## src/rtl/rstcause_pkg.sv

```systemverilog
package rstcause_pkg;

    localparam int unsigned DATA_W    = 8;
    localparam int unsigned DIV_W     = 3;

    localparam int unsigned POS_GIE   = 7;
    localparam int unsigned POS_WDOG  = 5;
    localparam int unsigned POS_PWRON = 4;
    localparam int unsigned POS_SLEEP = 3;
    localparam int unsigned POS_STOP  = 0;

    localparam logic [DIV_W-1:0] DIV_BY8 = 3'b011;

    typedef enum logic {
        SEL_CTRL = 1'b0,
        SEL_DIV  = 1'b1
    } reg_sel_e;

    typedef struct packed {
        logic wdog;
        logic pwron;
        logic sleep;
        logic stop;
    } cause_flags_t;

    function automatic logic [DATA_W-1:0] pack_ctrl(input cause_flags_t f, input logic gie);
        logic [DATA_W-1:0] v;
        v            = '0;
        v[POS_GIE]   = gie;
        v[POS_WDOG]  = f.wdog;
        v[POS_PWRON] = f.pwron;
        v[POS_SLEEP] = f.sleep;
        v[POS_STOP]  = f.stop;
        return v;
    endfunction

    function automatic logic [DATA_W-1:0] pack_div(input logic [DIV_W-1:0] d);
        return {{(DATA_W-DIV_W){1'b0}}, d};
    endfunction

endpackage

```

## src/rtl/rstcause_sync.sv

```systemverilog
module rstcause_sync #(
    parameter int unsigned STAGES = 2
) (
    input  logic clk,
    input  logic async_i,
    output logic sync_o
);
    logic [STAGES-1:0] chain;

    always_ff @(posedge clk) begin
        chain <= {chain[STAGES-2:0], async_i};
    end

    assign sync_o = chain[STAGES-1];
endmodule

```

## src/rtl/rstcause_seq.sv

```systemverilog
module rstcause_seq #(
    parameter int unsigned RST_HOLD = 4
) (
    input  logic clk,
    input  logic por_sync_i,
    input  logic ext_rst_i,
    input  logic wdt_hit_i,
    output logic rst_event_o,
    output logic core_rst_o,
    output logic release_o
);
    localparam int unsigned CNT_W = $clog2(RST_HOLD + 1);
    localparam logic [CNT_W-1:0] HOLD_V = CNT_W'(RST_HOLD);
    localparam logic [CNT_W-1:0] ONE_V  = CNT_W'(1);

    logic [CNT_W-1:0] hold_cnt;
    logic             rel_q;

    assign rst_event_o = por_sync_i | ext_rst_i | wdt_hit_i;

    always_ff @(posedge clk) begin
        if (por_sync_i) begin
            hold_cnt <= HOLD_V;
            rel_q    <= 1'b0;
        end else begin
            rel_q <= (hold_cnt == ONE_V) && !rst_event_o;
            if (rst_event_o) begin
                hold_cnt <= HOLD_V;
            end else if (hold_cnt != '0) begin
                hold_cnt <= hold_cnt - ONE_V;
            end
        end
    end

    assign core_rst_o = (hold_cnt != '0);
    assign release_o  = rel_q;
endmodule

```

## src/rtl/rstcause_regs.sv

```systemverilog
module rstcause_regs
    import rstcause_pkg::*;
(
    input  logic              clk,
    input  logic              por_rst_i,
    input  logic              ctl_rst_i,
    input  logic              wr_en_i,
    input  reg_sel_e          wr_sel_i,
    input  logic [DATA_W-1:0] wdata_i,
    input  logic              wdt_hit_i,
    input  logic              irq_pending_i,
    output cause_flags_t      flags_o,
    output logic [DIV_W-1:0]  div_o
);
    cause_flags_t     flags_q;
    logic [DIV_W-1:0] div_q;
    logic             wr_ctrl;
    logic             wr_div;
    logic             unused_wdata;

    assign wr_ctrl      = wr_en_i && (wr_sel_i == SEL_CTRL);
    assign wr_div       = wr_en_i && (wr_sel_i == SEL_DIV);
    assign unused_wdata = ^wdata_i[DATA_W-1:POS_WDOG+1];

    // cause flags: hardware sets, software only clears
    always_ff @(posedge clk) begin
        if (por_rst_i) begin
            flags_q.wdog  <= 1'b0;
            flags_q.pwron <= 1'b1;
        end else begin
            if (wdt_hit_i) begin
                flags_q.wdog <= 1'b1;
            end else if (wr_ctrl && !wdata_i[POS_WDOG]) begin
                flags_q.wdog <= 1'b0;
            end
            if (wr_ctrl && !wdata_i[POS_PWRON]) begin
                flags_q.pwron <= 1'b0;
            end
        end
    end

    // software controls, cleared by any reset
    always_ff @(posedge clk) begin
        if (ctl_rst_i) begin
            flags_q.sleep <= 1'b0;
            flags_q.stop  <= 1'b0;
        end else begin
            if (irq_pending_i) begin
                flags_q.sleep <= 1'b0;
            end else if (wr_ctrl) begin
                flags_q.sleep <= wdata_i[POS_SLEEP];
            end
            if (wr_ctrl) begin
                flags_q.stop <= wdata_i[POS_STOP];
            end
        end
    end

    always_ff @(posedge clk) begin
        if (por_rst_i) begin
            div_q <= DIV_BY8;
        end else if (wr_div) begin
            div_q <= wdata_i[DIV_W-1:0];
        end
    end

    assign flags_o = flags_q;
    assign div_o   = div_q;
endmodule

```

## src/rtl/rstcause_ctl.sv

```systemverilog
module rstcause_ctl
    import rstcause_pkg::*;
#(
    parameter int unsigned RST_HOLD    = 4,
    parameter int unsigned SYNC_STAGES = 2
) (
    input  logic              clk,
    input  logic              por_async_i,
    input  logic              ext_rst_i,
    input  logic              wdt_expire_i,
    input  logic              irq_pending_i,
    input  logic              gie_i,
    input  logic              reg_sel_i,
    input  logic              reg_we_i,
    input  logic [7:0]        reg_wdata_i,
    output logic [7:0]        reg_rdata_o,
    output logic              sleep_req_o,
    output logic              halt_req_o,
    output logic              core_rst_o,
    output logic              vec_load_o,
    output logic              wdt_reload_o,
    output logic [2:0]        clkdiv_sel_o
);
    logic             por_sync;
    logic             wdt_hit;
    logic             rst_event;
    logic             core_rst;
    logic             release_pulse;
    cause_flags_t     flags;
    logic [DIV_W-1:0] div_code;
    reg_sel_e         sel;

    assign sel = reg_sel_e'(reg_sel_i);

    rstcause_sync #(.STAGES(SYNC_STAGES)) u_por_sync (
        .clk     (clk),
        .async_i (por_async_i),
        .sync_o  (por_sync)
    );

    // watchdog counts only once the power-on flag has been acknowledged
    assign wdt_hit = wdt_expire_i && !flags.pwron && !por_sync;

    rstcause_seq #(.RST_HOLD(RST_HOLD)) u_seq (
        .clk         (clk),
        .por_sync_i  (por_sync),
        .ext_rst_i   (ext_rst_i),
        .wdt_hit_i   (wdt_hit),
        .rst_event_o (rst_event),
        .core_rst_o  (core_rst),
        .release_o   (release_pulse)
    );

    rstcause_regs u_regs (
        .clk           (clk),
        .por_rst_i     (por_sync),
        .ctl_rst_i     (rst_event | core_rst),
        .wr_en_i       (reg_we_i && !core_rst),
        .wr_sel_i      (sel),
        .wdata_i       (reg_wdata_i),
        .wdt_hit_i     (wdt_hit),
        .irq_pending_i (irq_pending_i),
        .flags_o       (flags),
        .div_o         (div_code)
    );

    always_comb begin
        if (sel == SEL_DIV) begin
            reg_rdata_o = pack_div(div_code);
        end else begin
            reg_rdata_o = pack_ctrl(flags, gie_i && !core_rst);
        end
    end

    assign sleep_req_o  = flags.sleep;
    assign halt_req_o   = flags.stop;
    assign core_rst_o   = core_rst;
    assign vec_load_o   = release_pulse;
    assign wdt_reload_o = release_pulse;
    assign clkdiv_sel_o = div_code;
endmodule

```

## config.mk

```make
export PLATFORM = sky130hd
export DESIGN_NAME = rstcause_ctl
export DESIGN_NICKNAME = d
export VERILOG_FILES = /design/src/rtl/rstcause_pkg.sv /design/src/rtl/rstcause_sync.sv /design/src/rtl/rstcause_seq.sv /design/src/rtl/rstcause_regs.sv /design/src/rtl/rstcause_ctl.sv
export SDC_FILE = /design/constraint.sdc
export NUM_CORES = 1
export LEC_CHECK = 0
export ABC_AREA = 1
export CORE_UTILIZATION = 38
export CTS_CLUSTER_SIZE = 24
export DETAILED_ROUTE_END_ITERATION = 8
export PLACE_DENSITY = 0.84
export SKIP_LAST_GASP = 1
export SLEW_MARGIN = 5
export SYNTH_ARGS = -nofsm -noshare
export SYNTH_HDL_FRONTEND = slang
export SYNTH_HIERARCHICAL = 1
export SYNTH_SLANG_ARGS = --single-unit
export TNS_END_PERCENT = 50
```

## constraint.sdc

```tcl
create_clock -name clk -period 1.4 [get_ports clk]
set_input_delay 0.21 -clock clk [delete_from_list [all_inputs] [get_ports clk]]
set_output_delay 0.21 -clock clk [all_outputs]
set_load 0.03 [all_outputs]
```

==> results.py <==
metrics = {
    "synthesis": {
        "synth_cells": 92,
        "synth_cell_types": 18,
        "syn-num-nets": 111,
        "ys_seq_elements": 13,
        "netlist.area_leader.share": 0.406,
        "ys_warn_count": 6,
        "synth_area_um2": 641,
        "yosysTopAreaCell": "dfxtp_1",
        "synth.area.top_cells": "dfxtp_1 (41%), nand2_1 (12%), inv_1 (9.4%)",
        "yosysSeqAreaShare": 0.406,
        "avgSynthCellArea_um2": 6.96,
    },
    "clock_network": {
        "clock_path_buffers": 2,
        "clkTransAtPathRegs_ns": 0.07,
        "cts_inserted_buffers": 3,
        "clkLatencyLatePin_ns": 0.27,
        "htree_levels": 1,
        "clkSinkCount": 13,
        "clockRootBuffer": "clkbuf_4",
        "cts_tree": "built",
    },
    "route": {
        "antenna_left": 0,
        "wl_mm": 1.39,
        "wl_per_cell_um": 9.69,
        "vias_per_cell": 4.49,
        "vias": 642,
        "drt_iter0_markers": 7,
        "drc": 0,
        "drtPass1Iterations": 4,
    },
    "global_routing": {
        "track_usage": 0.178,
        "grt_max_degree": 8,
        "antenna_found_initial": 0,
        "grt.overflow.total": 0,
        "grt_pass1_wl_mm": 2.43,
        "first_global_vias": 594,
    },
    "timing": {
        "drv_slew": 0,
        "rsz0062_at_grt": "true",
        "fin_worst_skew_ns": 0.00401,
        "setup_viol": 3,
        "hold_viol": 0,
        "period_minus_slack_ns": 1.47,
        "fmax_mhz": 679,
        "period_share": 1.05,
        "setup_ws_ns": -0.0728,
    },
    "floorplanning": {
        "ioPinCount": 32,
        "num_rows": 14,
        "core_area_um2": 1540,
        "die_h_um": 43.1,
        "initial_core_util": 0.416,
        "die_x_um": 43.1,
        "die_area_um2": 1850,
    },
    "pwr": {
        "irDropWorstVdd_mv": 0.496,
        "power_density_nw_per_um2": 809,
        "leakage_uw": 0.000507,
        "power.total_uw": 793,
    },
    "worst_hold_path": {
        "min_path_type": "reg2reg",
        "hold_depth": 0,
    },
    "placement": {
        "placed_cell_area_um2": 942,
        "place.gp.congestion": 0.826,
        "io_buffer_count": 28,
        "place_hpwl_mm": 1.17,
        "detailedPlace.worstSlack_ns": -0.117,
        "place_inst": 139,
    },
    "layout": {
        "fin_area_um2": 980,
        "layout.nets": 147,
        "instances_no_fill": 143,
        "mostFrequentLayoutCell": "nand2_1",
        "final_cell_mix": "nand2_1 (20), clkdlybuf4s50_1 (15), inv_1 (14), buf_4 (14), nor2_1 (13)",
        "diodes": 0,
        "drive_gt1_frac": 0.252,
        "area_growth_pct": 52.9,
    },
    "worst_setup_path": {
        "path_class": "reg2out",
        "cp.required_ns": 1.19,
        "path_buf_inv": 1,
        "crit_family": "buffers and inverters",
        "crit_fanout": 2,
        "cp_slowest_cell": "clkdlybuf4s50_1",
        "cp_num_cells": 1,
        "start_kind": "register",
        "cp_slowest_stage_delay_ns": 0.66,
        "cp-end-kind": "output port",
        "r2r_cells": 7,
        "crit_chain": "clkdlybuf4s50_1",
        "worstPathArrival_ns": 1.26,
    },
    "job": {
        "cap_violations": 0,
    },
    "run_status": {
        "status": "complete, but fails checks",
        "violations": "setup timing",
    },
}
==> through the flow <==
stage	hold WS [ns]	utilization	setup TNS (ns)
6_report	0.334	0.636	-0.181
5_1_grt	0.356	0.636	-0.583
4_1_cts	0.337	0.627	-0.581
3_5_place_dp	0.313	0.611	-0.222
3_3_place_gp	0.317	0.611	0
2_1_floorplan	0.238	-	0
==> flip-flops by register name, indices dropped and copies added, names as in the netlist <==
signal and flops:
u_regs/flags_o 4, u_regs/div_o 3, u_seq/hold_cnt 3, u_por_sync/chain 2
u_seq/release_o 1
==> synthesized netlist by cell type, drive strengths merged <==
master	count
dfxtp	13
nand3	5
o21ai	4
buf	3
nand2	24
a21oi	4
clkinv	1
or2	1
ha	3
conb	1
inv	19
nor2	14
==> cell type report <==
type | count | area [um^2]
clock buffer | 4 | 26.3
fill | 144 | 562
multi-input combinational | 56 | 293
sequential | 13 | 262
inverter | 20 | 76.3
tap | 16 | 20.0
timing repair buffer | 34 | 303
==> worst paths after layout <==
path / startpoint / slack (ns) / endpoint
setup / recovery: u_seq/release_o / -0.07 / vec_load_o
hold / removal: u_por_sync/chain[0] / 0.33 / u_por_sync/chain[1]
setup reg to reg: u_seq/hold_cnt[0] / 0.01 / u_regs/flags_o[2]
hold reg to reg: u_por_sync/chain[0] / 0.33 / u_por_sync/chain[1]
==> cells by family (layout without fill, tap and decap cells) <==
kind of cell,after synthesis,after routing,share of synthesized area
AND/OR/NAND/NOR,44,44,0.295
flip-flops,13,13,0.406
buffers and inverters,23,58,0.160
adder cells (fa/ha/maj),3,3,0.0586
other,1,1,0.00585
AO/OA/AOI/OAI,8,8,0.0742
==> power by group <==
group	switching (uW)	internal (uW)	leakage (uW)	total, uW
combinational	90.5	85.3	0.000386	176
clock	114	110	0.0000150	224
sequential	9.70	383	0.000107	393
total	214	579	0.000507	793
==> metal layers <==
layer / vias up / share of wire / track usage
met3: 2 / 0.069 / 0.0851
li1: 336 / - / -
met2: 18 / 0.50 / 0.300
met4: 0 / 0.0072 / 0.0545
met1: 286 / 0.42 / 0.196
met5: - / 0 / 0
==> worst reg2reg max path: stages (launching register included) <==
cell and delay (ns):
dfxtp_2 0.34, inv_2 0.07, ha_4 0.16, nand2_4 0.06, nor2_1 0.23, nand2_2 0.14, o21ai_0 0.19, nand2_1 0.08
==> repair_timing <==
item	in CTS	in global routing
hold buffers	0	0
resized for setup	5	5
setup buffers	0	0
setup endpoints to repair	13	12
Note: power is estimated with default switching activity, not from simulation.
